[config.mk]
export PLATFORM = sky130hd
export DESIGN_NAME = irq_wake_ctrl
export DESIGN_NICKNAME = d
export VERILOG_FILES = /design/src/rtl/irq_wake_pkg.sv /design/src/rtl/ext_fall_detect.sv /design/src/rtl/irq_flag_bank.sv /design/src/rtl/irq_vector_unit.sv /design/src/rtl/pwr_sleep_fsm.sv /design/src/rtl/irq_wake_ctrl.sv
export SDC_FILE = /design/constraint.sdc
export NUM_CORES = 1
export LEC_CHECK = 0
export BUFFER_PORTS_ARGS = -buffer_cell sky130_fd_sc_hd__clkbuf_2
export CAP_MARGIN = 20
export CELL_PAD_IN_SITES_DETAIL_PLACEMENT = 0
export CELL_PAD_IN_SITES_GLOBAL_PLACEMENT = 1
export CORE_MARGIN = 4
export CORE_UTILIZATION = 35
export CTS_BUF_LIST = sky130_fd_sc_hd__clkbuf_4
export DETAILED_ROUTE_END_ITERATION = 16
export PLACE_DENSITY = 0.84
export SLEW_MARGIN = 0
export SYNTH_ARGS = -nofsm -noshare
export SYNTH_HDL_FRONTEND = slang
export SYNTH_SLANG_ARGS = --single-unit
[constraint.sdc]
create_clock -name clk -period 2.12 [get_ports clk]
set_input_delay 0.212 -clock clk [delete_from_list [all_inputs] [get_ports clk]]
set_output_delay 0.212 -clock clk [all_outputs]
set_load 0.03 [all_outputs]
[src/rtl/irq_wake_pkg.sv]
package irq_wake_pkg;
  localparam int FETCH_W = 12;
  localparam logic [FETCH_W-1:0] VEC_IRQ = 12'h008;
  localparam logic [FETCH_W-1:0] VEC_RST = 12'h000;
  typedef enum logic {PS_RUN = 1'b0, PS_SLEEP = 1'b1} pwr_state_e;
endpackage

[src/rtl/ext_fall_detect.sv]
module ext_fall_detect #(
  parameter int N_PIN = 8
) (
  input  logic             clk,
  input  logic             rst,
  input  logic [N_PIN-1:0] pin_i,
  output logic [N_PIN-1:0] fall_o
);
  // two synchronizer stages plus one history stage per pin; idle level is high
  for (genvar g = 0; g < N_PIN; g++) begin : g_pin
    logic s1_q, s2_q, s3_q;
    always_ff @(posedge clk) begin
      if (rst) begin
        s1_q <= 1'b1;
        s2_q <= 1'b1;
        s3_q <= 1'b1;
      end else begin
        s1_q <= pin_i[g];
        s2_q <= s1_q;
        s3_q <= s2_q;
      end
    end
    assign fall_o[g] = s3_q & ~s2_q;

    AST_FALL_SINGLE: assert property (@(posedge clk) disable iff (rst)
      fall_o[g] |=> !fall_o[g]);
  end
endmodule

[src/rtl/irq_flag_bank.sv]
module irq_flag_bank #(
  parameter int N_SRC = 11
) (
  input  logic             clk,
  input  logic             rst,
  input  logic [N_SRC-1:0] evt_i,
  input  logic             flag_wr_i,
  input  logic [N_SRC-1:0] flag_wdata_i,
  input  logic             mask_wr_i,
  input  logic [N_SRC-1:0] mask_wdata_i,
  output logic [N_SRC-1:0] flag_o,
  output logic [N_SRC-1:0] mask_o
);
  logic [N_SRC-1:0] flag_q, mask_q, flag_base, flag_nxt, hit;

  always_comb begin
    hit       = evt_i & mask_q;
    flag_base = flag_wr_i ? flag_wdata_i : flag_q;
    flag_nxt  = flag_base | hit;   // a new event beats a software clear
  end

  always_ff @(posedge clk) begin
    if (rst) begin
      flag_q <= '0;
      mask_q <= '0;
    end else begin
      flag_q <= flag_nxt;
      if (mask_wr_i) mask_q <= mask_wdata_i;
    end
  end

  assign flag_o = flag_q;
  assign mask_o = mask_q;

  AST_FLAG_ONLY_MASKED: assert property (@(posedge clk) disable iff (rst)
    !flag_wr_i |=> ((flag_o & ~$past(flag_o) & ~$past(mask_o)) == '0));
  AST_EVENT_BEATS_CLEAR: assert property (@(posedge clk) disable iff (rst)
    (flag_wr_i && ((evt_i & mask_o) != '0))
      |=> ((flag_o & $past(evt_i & mask_o)) == $past(evt_i & mask_o)));
endmodule

[src/rtl/irq_vector_unit.sv]
module irq_vector_unit
  import irq_wake_pkg::*;
(
  input  logic               clk,
  input  logic               rst,
  input  logic               pending_i,
  input  logic               eni_i,
  input  logic               disi_i,
  input  logic               hold_i,
  output logic               gie_o,
  output logic               vec_req_o,
  output logic [FETCH_W-1:0] vec_addr_o
);
  logic gie_q, req_q, take;
  logic [FETCH_W-1:0] addr_q;

  assign take = gie_q & pending_i & ~hold_i;

  always_ff @(posedge clk) begin
    if (rst) begin
      gie_q  <= 1'b0;
      req_q  <= 1'b0;
      addr_q <= VEC_RST;
    end else begin
      if (take)        gie_q <= 1'b0;
      else if (disi_i) gie_q <= 1'b0;
      else if (eni_i)  gie_q <= 1'b1;
      req_q  <= take;
      addr_q <= take ? VEC_IRQ : VEC_RST;
    end
  end

  assign gie_o      = gie_q;
  assign vec_req_o  = req_q;
  assign vec_addr_o = addr_q;

  AST_VEC_SINGLE: assert property (@(posedge clk) disable iff (rst)
    vec_req_o |=> !vec_req_o);
  AST_VEC_DROPS_GIE: assert property (@(posedge clk) disable iff (rst)
    vec_req_o |-> !gie_o);
  AST_VEC_NEEDS_GIE: assert property (@(posedge clk) disable iff (rst)
    vec_req_o |-> $past(gie_o));
  AST_NO_VEC_ASLEEP: assert property (@(posedge clk) disable iff (rst)
    vec_req_o |-> !$past(hold_i));
endmodule

[src/rtl/pwr_sleep_fsm.sv]
module pwr_sleep_fsm
  import irq_wake_pkg::*;
(
  input  logic clk,
  input  logic rst,
  input  logic slep_i,
  input  logic slp_block_i,
  input  logic wdt_i,
  input  logic rst_pin_n_i,
  input  logic ext_wake_i,
  output logic sleeping_o,
  output logic clk_en_o,
  output logic xtal_en_o,
  output logic wake_rst_o
);
  pwr_state_e st_q, st_nxt;
  logic clk_en_q, xtal_en_q, wake_q, wake_hit;

  assign wake_hit = wdt_i | ~rst_pin_n_i | ext_wake_i;

  always_comb begin
    st_nxt = st_q;
    case (st_q)
      PS_RUN:   if (slep_i && !slp_block_i) st_nxt = PS_SLEEP;
      PS_SLEEP: if (wake_hit) st_nxt = PS_RUN;
      default:  st_nxt = PS_RUN;
    endcase
  end

  always_ff @(posedge clk) begin
    if (rst) begin
      st_q      <= PS_RUN;
      clk_en_q  <= 1'b1;
      xtal_en_q <= 1'b1;
      wake_q    <= 1'b0;
    end else begin
      st_q      <= st_nxt;
      clk_en_q  <= (st_nxt == PS_RUN);
      xtal_en_q <= (st_nxt == PS_RUN);
      wake_q    <= (st_q == PS_SLEEP) && wake_hit;
    end
  end

  assign sleeping_o = (st_q == PS_SLEEP);
  assign clk_en_o   = clk_en_q;
  assign xtal_en_o  = xtal_en_q;
  assign wake_rst_o = wake_q;

  AST_SLEEP_ENTRY: assert property (@(posedge clk) disable iff (rst)
    $rose(sleeping_o) |-> $past(slep_i && !slp_block_i));
  AST_WAKE_FROM_SLEEP: assert property (@(posedge clk) disable iff (rst)
    wake_rst_o |-> ($past(sleeping_o) && !sleeping_o));
  AST_WAKE_PULSE: assert property (@(posedge clk) disable iff (rst)
    wake_rst_o |=> !wake_rst_o);
endmodule

[src/rtl/irq_wake_ctrl.sv]
module irq_wake_ctrl
  import irq_wake_pkg::*;
#(
  parameter int N_INT = 3,
  parameter int N_EXT = 8,
  localparam int N_SRC = N_INT + N_EXT
) (
  input  logic               clk,
  input  logic               rst,
  input  logic [N_INT-1:0]   int_evt_i,
  input  logic [N_EXT-1:0]   ext_pin_i,
  input  logic               flag_wr_i,
  input  logic [N_SRC-1:0]   flag_wdata_i,
  input  logic               mask_wr_i,
  input  logic [N_SRC-1:0]   mask_wdata_i,
  input  logic               eni_stb_i,
  input  logic               disi_stb_i,
  input  logic               slep_stb_i,
  input  logic               slp_block_i,
  input  logic               wdt_tmo_i,
  input  logic               rst_pin_n_i,
  output logic [N_SRC-1:0]   flag_o,
  output logic [N_SRC-1:0]   mask_o,
  output logic               gie_o,
  output logic               vec_req_o,
  output logic [FETCH_W-1:0] vec_addr_o,
  output logic               sleeping_o,
  output logic               cpu_clk_en_o,
  output logic               xtal_en_o,
  output logic               wake_rst_o
);
  logic [N_EXT-1:0] ext_fall;
  logic [N_SRC-1:0] src_evt;
  logic             pending, ext_wake;

  ext_fall_detect #(.N_PIN(N_EXT)) u_edge (
    .clk(clk), .rst(rst), .pin_i(ext_pin_i), .fall_o(ext_fall)
  );

  assign src_evt = {ext_fall, int_evt_i};

  irq_flag_bank #(.N_SRC(N_SRC)) u_flags (
    .clk(clk), .rst(rst), .evt_i(src_evt),
    .flag_wr_i(flag_wr_i), .flag_wdata_i(flag_wdata_i),
    .mask_wr_i(mask_wr_i), .mask_wdata_i(mask_wdata_i),
    .flag_o(flag_o), .mask_o(mask_o)
  );

  assign pending  = |(flag_o & mask_o);
  assign ext_wake = |(ext_fall & mask_o[N_SRC-1:N_INT]);

  irq_vector_unit u_vec (
    .clk(clk), .rst(rst), .pending_i(pending),
    .eni_i(eni_stb_i), .disi_i(disi_stb_i), .hold_i(sleeping_o),
    .gie_o(gie_o), .vec_req_o(vec_req_o), .vec_addr_o(vec_addr_o)
  );

  pwr_sleep_fsm u_pwr (
    .clk(clk), .rst(rst), .slep_i(slep_stb_i), .slp_block_i(slp_block_i),
    .wdt_i(wdt_tmo_i), .rst_pin_n_i(rst_pin_n_i), .ext_wake_i(ext_wake),
    .sleeping_o(sleeping_o), .clk_en_o(cpu_clk_en_o), .xtal_en_o(xtal_en_o),
    .wake_rst_o(wake_rst_o)
  );

  AST_VEC_ADDR: assert property (@(posedge clk) disable iff (rst)
    vec_req_o |-> (vec_addr_o == VEC_IRQ));
  AST_VEC_KEEPS_FLAGS: assert property (@(posedge clk) disable iff (rst)
    (vec_req_o && !$past(flag_wr_i)) |-> ((flag_o & $past(flag_o)) == $past(flag_o)));
endmodule

* Yosys cells after proc, flatten, opt, wreduce, memory -nomap -nowiden *
Cells that the tools add are included.

operators by class
  add/subtract/negate cells = 0
  multipliers = 0
  div/mod/pow operators = 0
  order comparisons = 0
  equal/unequal tests = 0
  shift operators = 0
  multiplexer cells = 5
  bitwise operators = 27
  reductions and logical operators = 6

operators by type and width
  kind               count
  $and 11x11->11     2
  $mux 11            1
  $not 1->1          11
  $or 11x11->11      1
  $reduce_or 11->1   1
  $and 1x1->1        10
  $and 8x8->8        1
  $reduce_or 8->1    1
  $mux 4             1
  $reduce_or 3->1    1
  $logic_and 1x1->1  2
  $mux 1             2
  $or 1x1->1         2
  $pmux 1 s2         1
  $logic_not 1->1    1

storage, ports and cells
  register bits = 63
  latch bits = 0
  memory bits (writable) = 0
  bits in read-only memories = 0
  input port bits = 43
  output and inout bits = 40
  logic and storage cells = 70
  memories = 0

* Logic depth before layout (Yosys ltp) *
  word-level depth = 8
  depth in mapped cells = 4
  depth with buffers taken out = 4

* By module *
Synthesis repeated with hierarchy kept, for this count alone.

unflattened totals
  cells, all modules = 181
  area total of the unflattened synthesis = 1915.6 sq um

modules (own cells, without submodules)
  module           instances  cells an instance  area each (sq um)  sequential area each (sq um)
  irq_flag_bank    1          81                 825.8              440.4
  ext_fall_detect  1          58                 703.2              480.5
  irq_vector_unit  1          19                 171.4              40.0
  pwr_sleep_fsm    1          11                 120.1              60.1
  irq_wake_ctrl    1          12                 95.1               0.0

* Worst setup path after synthesis *
OpenSTA, ideal clock, no wires.

  path kind = flip-flop to flip-flop
  from = register u_flags.mask_q[7] (netlist: u_flags.mask_o[7])
  to = register u_vec.addr_q[3] (netlist: u_vec.vec_addr_o[3])
  setup time = 0.066 ns
  arrival = 1.261 ns
  required time = 2.054 ns
  slack = 0.794 ns
  cell stages (with the launch flop) = 5
  path buffers = 0
  clock period less this slack = 1.326 ns
  path through = dfxtp_1 > a22oi_1 > and3_1 > a311oi_1 > nor2b_1

between the ends
  cells in the longest elaborated chain, start to end = 5

ends and longest elaborated chain
  element                   line                   text
  from (decl)               irq_flag_bank.sv:14    logic [N_SRC-1:0] flag_q, mask_q, flag_base, flag_nxt, hit;
  from (signal assigned)    irq_flag_bank.sv:28    if (mask_wr_i) mask_q <= mask_wdata_i;
  $and 11x11->11            irq_wake_ctrl.sv:49    assign pending = |(flag_o & mask_o);
  $reduce_or 11->1          irq_wake_ctrl.sv:49
  $and 1x1->1 (2 in a row)  irq_vector_unit.sv:17  assign take = gie_q & pending_i & ~hold_i;
  $mux 4                    irq_vector_unit.sv:29  addr_q <= take ? VEC_IRQ : VEC_RST;
  to (signal assigned)      irq_vector_unit.sv:29
  to (decl)                 irq_vector_unit.sv:15  logic [FETCH_W-1:0] addr_q;

Every way passes these cells.
A chain may end at the register's enable or synchronous reset.

* Worst setup path in the final report *
  from = register u_flags.flag_q[4] (netlist: u_flags.flag_o[4])
  to = register u_vec.gie_q (netlist: u_vec.gie_o)

between the ends
  cells in the longest elaborated chain, start to end = 5

ends and longest elaborated chain
  element                    line                   text
  from (decl)                irq_flag_bank.sv:14
  from (signal assigned)     irq_flag_bank.sv:27    flag_q <= flag_nxt;
  $and 11x11->11             irq_wake_ctrl.sv:49
  $reduce_or 11->1           irq_wake_ctrl.sv:49
  $and 1x1->1 (2 in a row)   irq_vector_unit.sv:17
  $reduce_or 3->1 (no line)  n/a
  to (signal assigned)       irq_vector_unit.sv:21  gie_q <= 1'b0;
  to (signal assigned)       irq_vector_unit.sv:25  if (take) gie_q <= 1'b0;
  to (signal assigned)       irq_vector_unit.sv:26  else if (disi_i) gie_q <= 1'b0;
  to (decl)                  irq_vector_unit.sv:14  logic gie_q, req_q, take;

Every way passes these cells.

==> results.yml <==
outcome:
  status: "finished clean"
min_path:
  worstHoldPathType: "in2reg"
detailed_routing:
  drt_iter0_markers: 64
  drtPass1Iterations: 5
  vias: 1362
  wl_um: 3790
  avgRoutedWirePerCell_um: 12.0
  drc: 0
  ant_nets: 0
  viasPerCell: 4.31
yosys:
  netlist_instances: 172
  ys.flop_type: "dfxtp_1"
  syn_area_per_cell_um2: 10.6
  synthArstFlopShare: 0
  synth_edf_count: 0
  synth_top_cell_by_area: "dfxtp_1"
  synth_top_cells_by_area: "dfxtp_1 56%, mux2i_1 11%, or2_1 8.2%"
  synth_cell_types: 26
  synth_common_cells: "51 x dfxtp_1, 24 x or2_1, 21 x mux2i_1"
  ys_ff_latch: 51
  synth_top_area_frac: 0.557
  synth_most_common_cell: "dfxtp_1"
  yosysWarnings: 0
  seq_area_frac_synth: 0.557
  synth_area_um2: 1830
critical_path:
  crit_type: "reg2reg"
  cp.required_ns: 2.40
  start_kind: "register"
  worstPathArrival_ns: 1.64
  reg2reg_slack_ns: 0.76
  crit_path_end_kind: "register"
  cp_max_fo: 3
power_and_ir_drop:
  p_leak_nw: 1.09
  vdd_drop_max_v: 0.000318
  p_per_area_nw_per_um2: 838
timing:
  max_freq_ghz: 0.736
  setup_viol: 0
  grt_setup_unrepaired: "no"
  finalCritPeriodShare: 0.641
  slew_viol_final: 0
  hold_viol: 0
  fin_crit_ns: 1.36
  fin_worst_skew_ns: 0.00679
  fin_hold_ws_ns: 0.0199
  tightest_slew_ns: 0.626
  slew_headroom: 0.583
  setup_tns_ns: 0
global_routing:
  grt_antenna_before_repair: 0
  grt_max_degree: 35
  grt_pass1_vias: 1250
  gr-total-overflow: 0
  grt_usage: 0.122
  grt_pass1_wl_um: 5930
cells_and_area:
  diodes: 0
  drive_gt1_frac: 0.325
  syn_to_final_growth_pct: 27.7
  fillers: 542
  nNetsFinal: 288
  final_cells: 316
  fin_util: 0.461
clock_network:
  clk_latency_ns: 0.36
  h-tree-depth: 2
  post-cts-setup-buffer-count: 0
  numCtsBuffers: 5
  cts_root_buffer: "clkbuf_4"
  cts_tree: "built"
  cts_sinks: 51
  hold_buffers: 4
  clk_pin_slew_ns: 0.13
  cts_buffer_depth: 2
  cts_resized: 0
floorplanning:
  dieArea_um2: 6460
  start_util: 0.361
  num_rows: 26
  io_pins: 83
  coreArea_um2: 5070
  dieHeight_um: 80.3
  die_w_um: 80.3
placement:
  dp.cells: 304
  io_buffers: 71
  gp_congestion: 0.747
job:
  drv_cap: 0
-- final cells by class --
class | instances | area [µm²] | share of cell area
Multi-Input combinational cell | 110 | 718 | 0.307
Inverter | 1 | 3.75 | 0.00161
Sequential cell | 51 | 1020 | 0.437
Tap cell | 70 | 87.6 | 0.0375
Clock inverter | 3 | 67.6 | 0.0289
Clock buffer | 5 | 37.5 | 0.0161
Timing Repair Buffer | 76 | 403 | 0.172
-- state kept, by name, indices dropped and copies added, names as in the netlist --
register / cells
u_pwr.sleeping_o: 1
u_vec.gie_o: 1
u_edge.g_pin.s1_q: 8
u_pwr.wake_rst_o: 1
u_edge.g_pin.s2_q: 8
u_pwr.xtal_en_o: 1
u_vec.vec_addr_o: 1
u_edge.g_pin.s3_q: 8
u_flags.flag_o: 11
u_flags.mask_o: 11
-- final timing paths --
path,start,end,depth (start not counted)
setup / recovery,u_flags.flag_o[4],u_vec.gie_o,4
hold / removal,ext_pin_i[6],u_edge.g_pin[6].s1_q,2
setup reg to reg,u_flags.flag_o[4],u_vec.gie_o,4
hold reg to reg,u_edge.g_pin[2].s1_q,u_edge.g_pin[2].s2_q,1
-- where the power goes --
group	switching [mW]	total (mW)	internal, mW
logic	0.162	0.260	0.0981
registers	0.0309	1.04	1.01
clock network	0.294	0.661	0.367
-- cell families after synthesis --
group,share of synthesized area
other cells,0.00205
buf+inv,0.0710
compound gates,0.0704
simple gates,0.184
flops,0.557
mux,0.115
-- metrics by stage --
step / setup WS [ns] / total power [mW] / instance area [µm²]
floorplan: 0.794 / 1.24 / 1870
global placement: 0.835 / 1.32 / 2190
detailed placement: 0.785 / 1.32 / 2190
CTS: 0.742 / 1.98 / 2340
global route: 0.603 / 2.05 / 2340
finish: 0.761 / 1.96 / 2340
-- critical path, stage by stage (launching register included) --
cell and delay, ns:
dfxtp_1 0.35, a222oi_1 0.37, and3_1 0.23, a311oi_1 0.11
nor4_1 0.22
-- layer usage --
layer	global-route usage	wire length, µm	share of wire	up-vias
li1	-	-	-	712
met1	0.161	1750	0.46	595
met2	0.186	1690	0.44	50
met3	0.0448	309	0.081	5
met4	0.0355	48	0.013	0
met5	0	0	0	-
-- cells in the final DEF (no fill, tap or decap), drive strengths merged --
cell type,n
a211oi,1
a21boi,1
a21oi,10
a222oi,1
a22oi,4
a311oi,1
a31o,1
a31oi,1
and3,1
and3b,1
and4bb,1
buf,1
bufinv,2
clkbuf,76
clkinvlp,1
conb,11
dfxtp,51
dlygate4sd3,4
inv,1
mux2i,21
nand2,4
nand3b,7
nand4,1
nor2,14
nor2b,3
nor4,1
nor4b,1
or2,24
(Power assumes the default switching activity.)
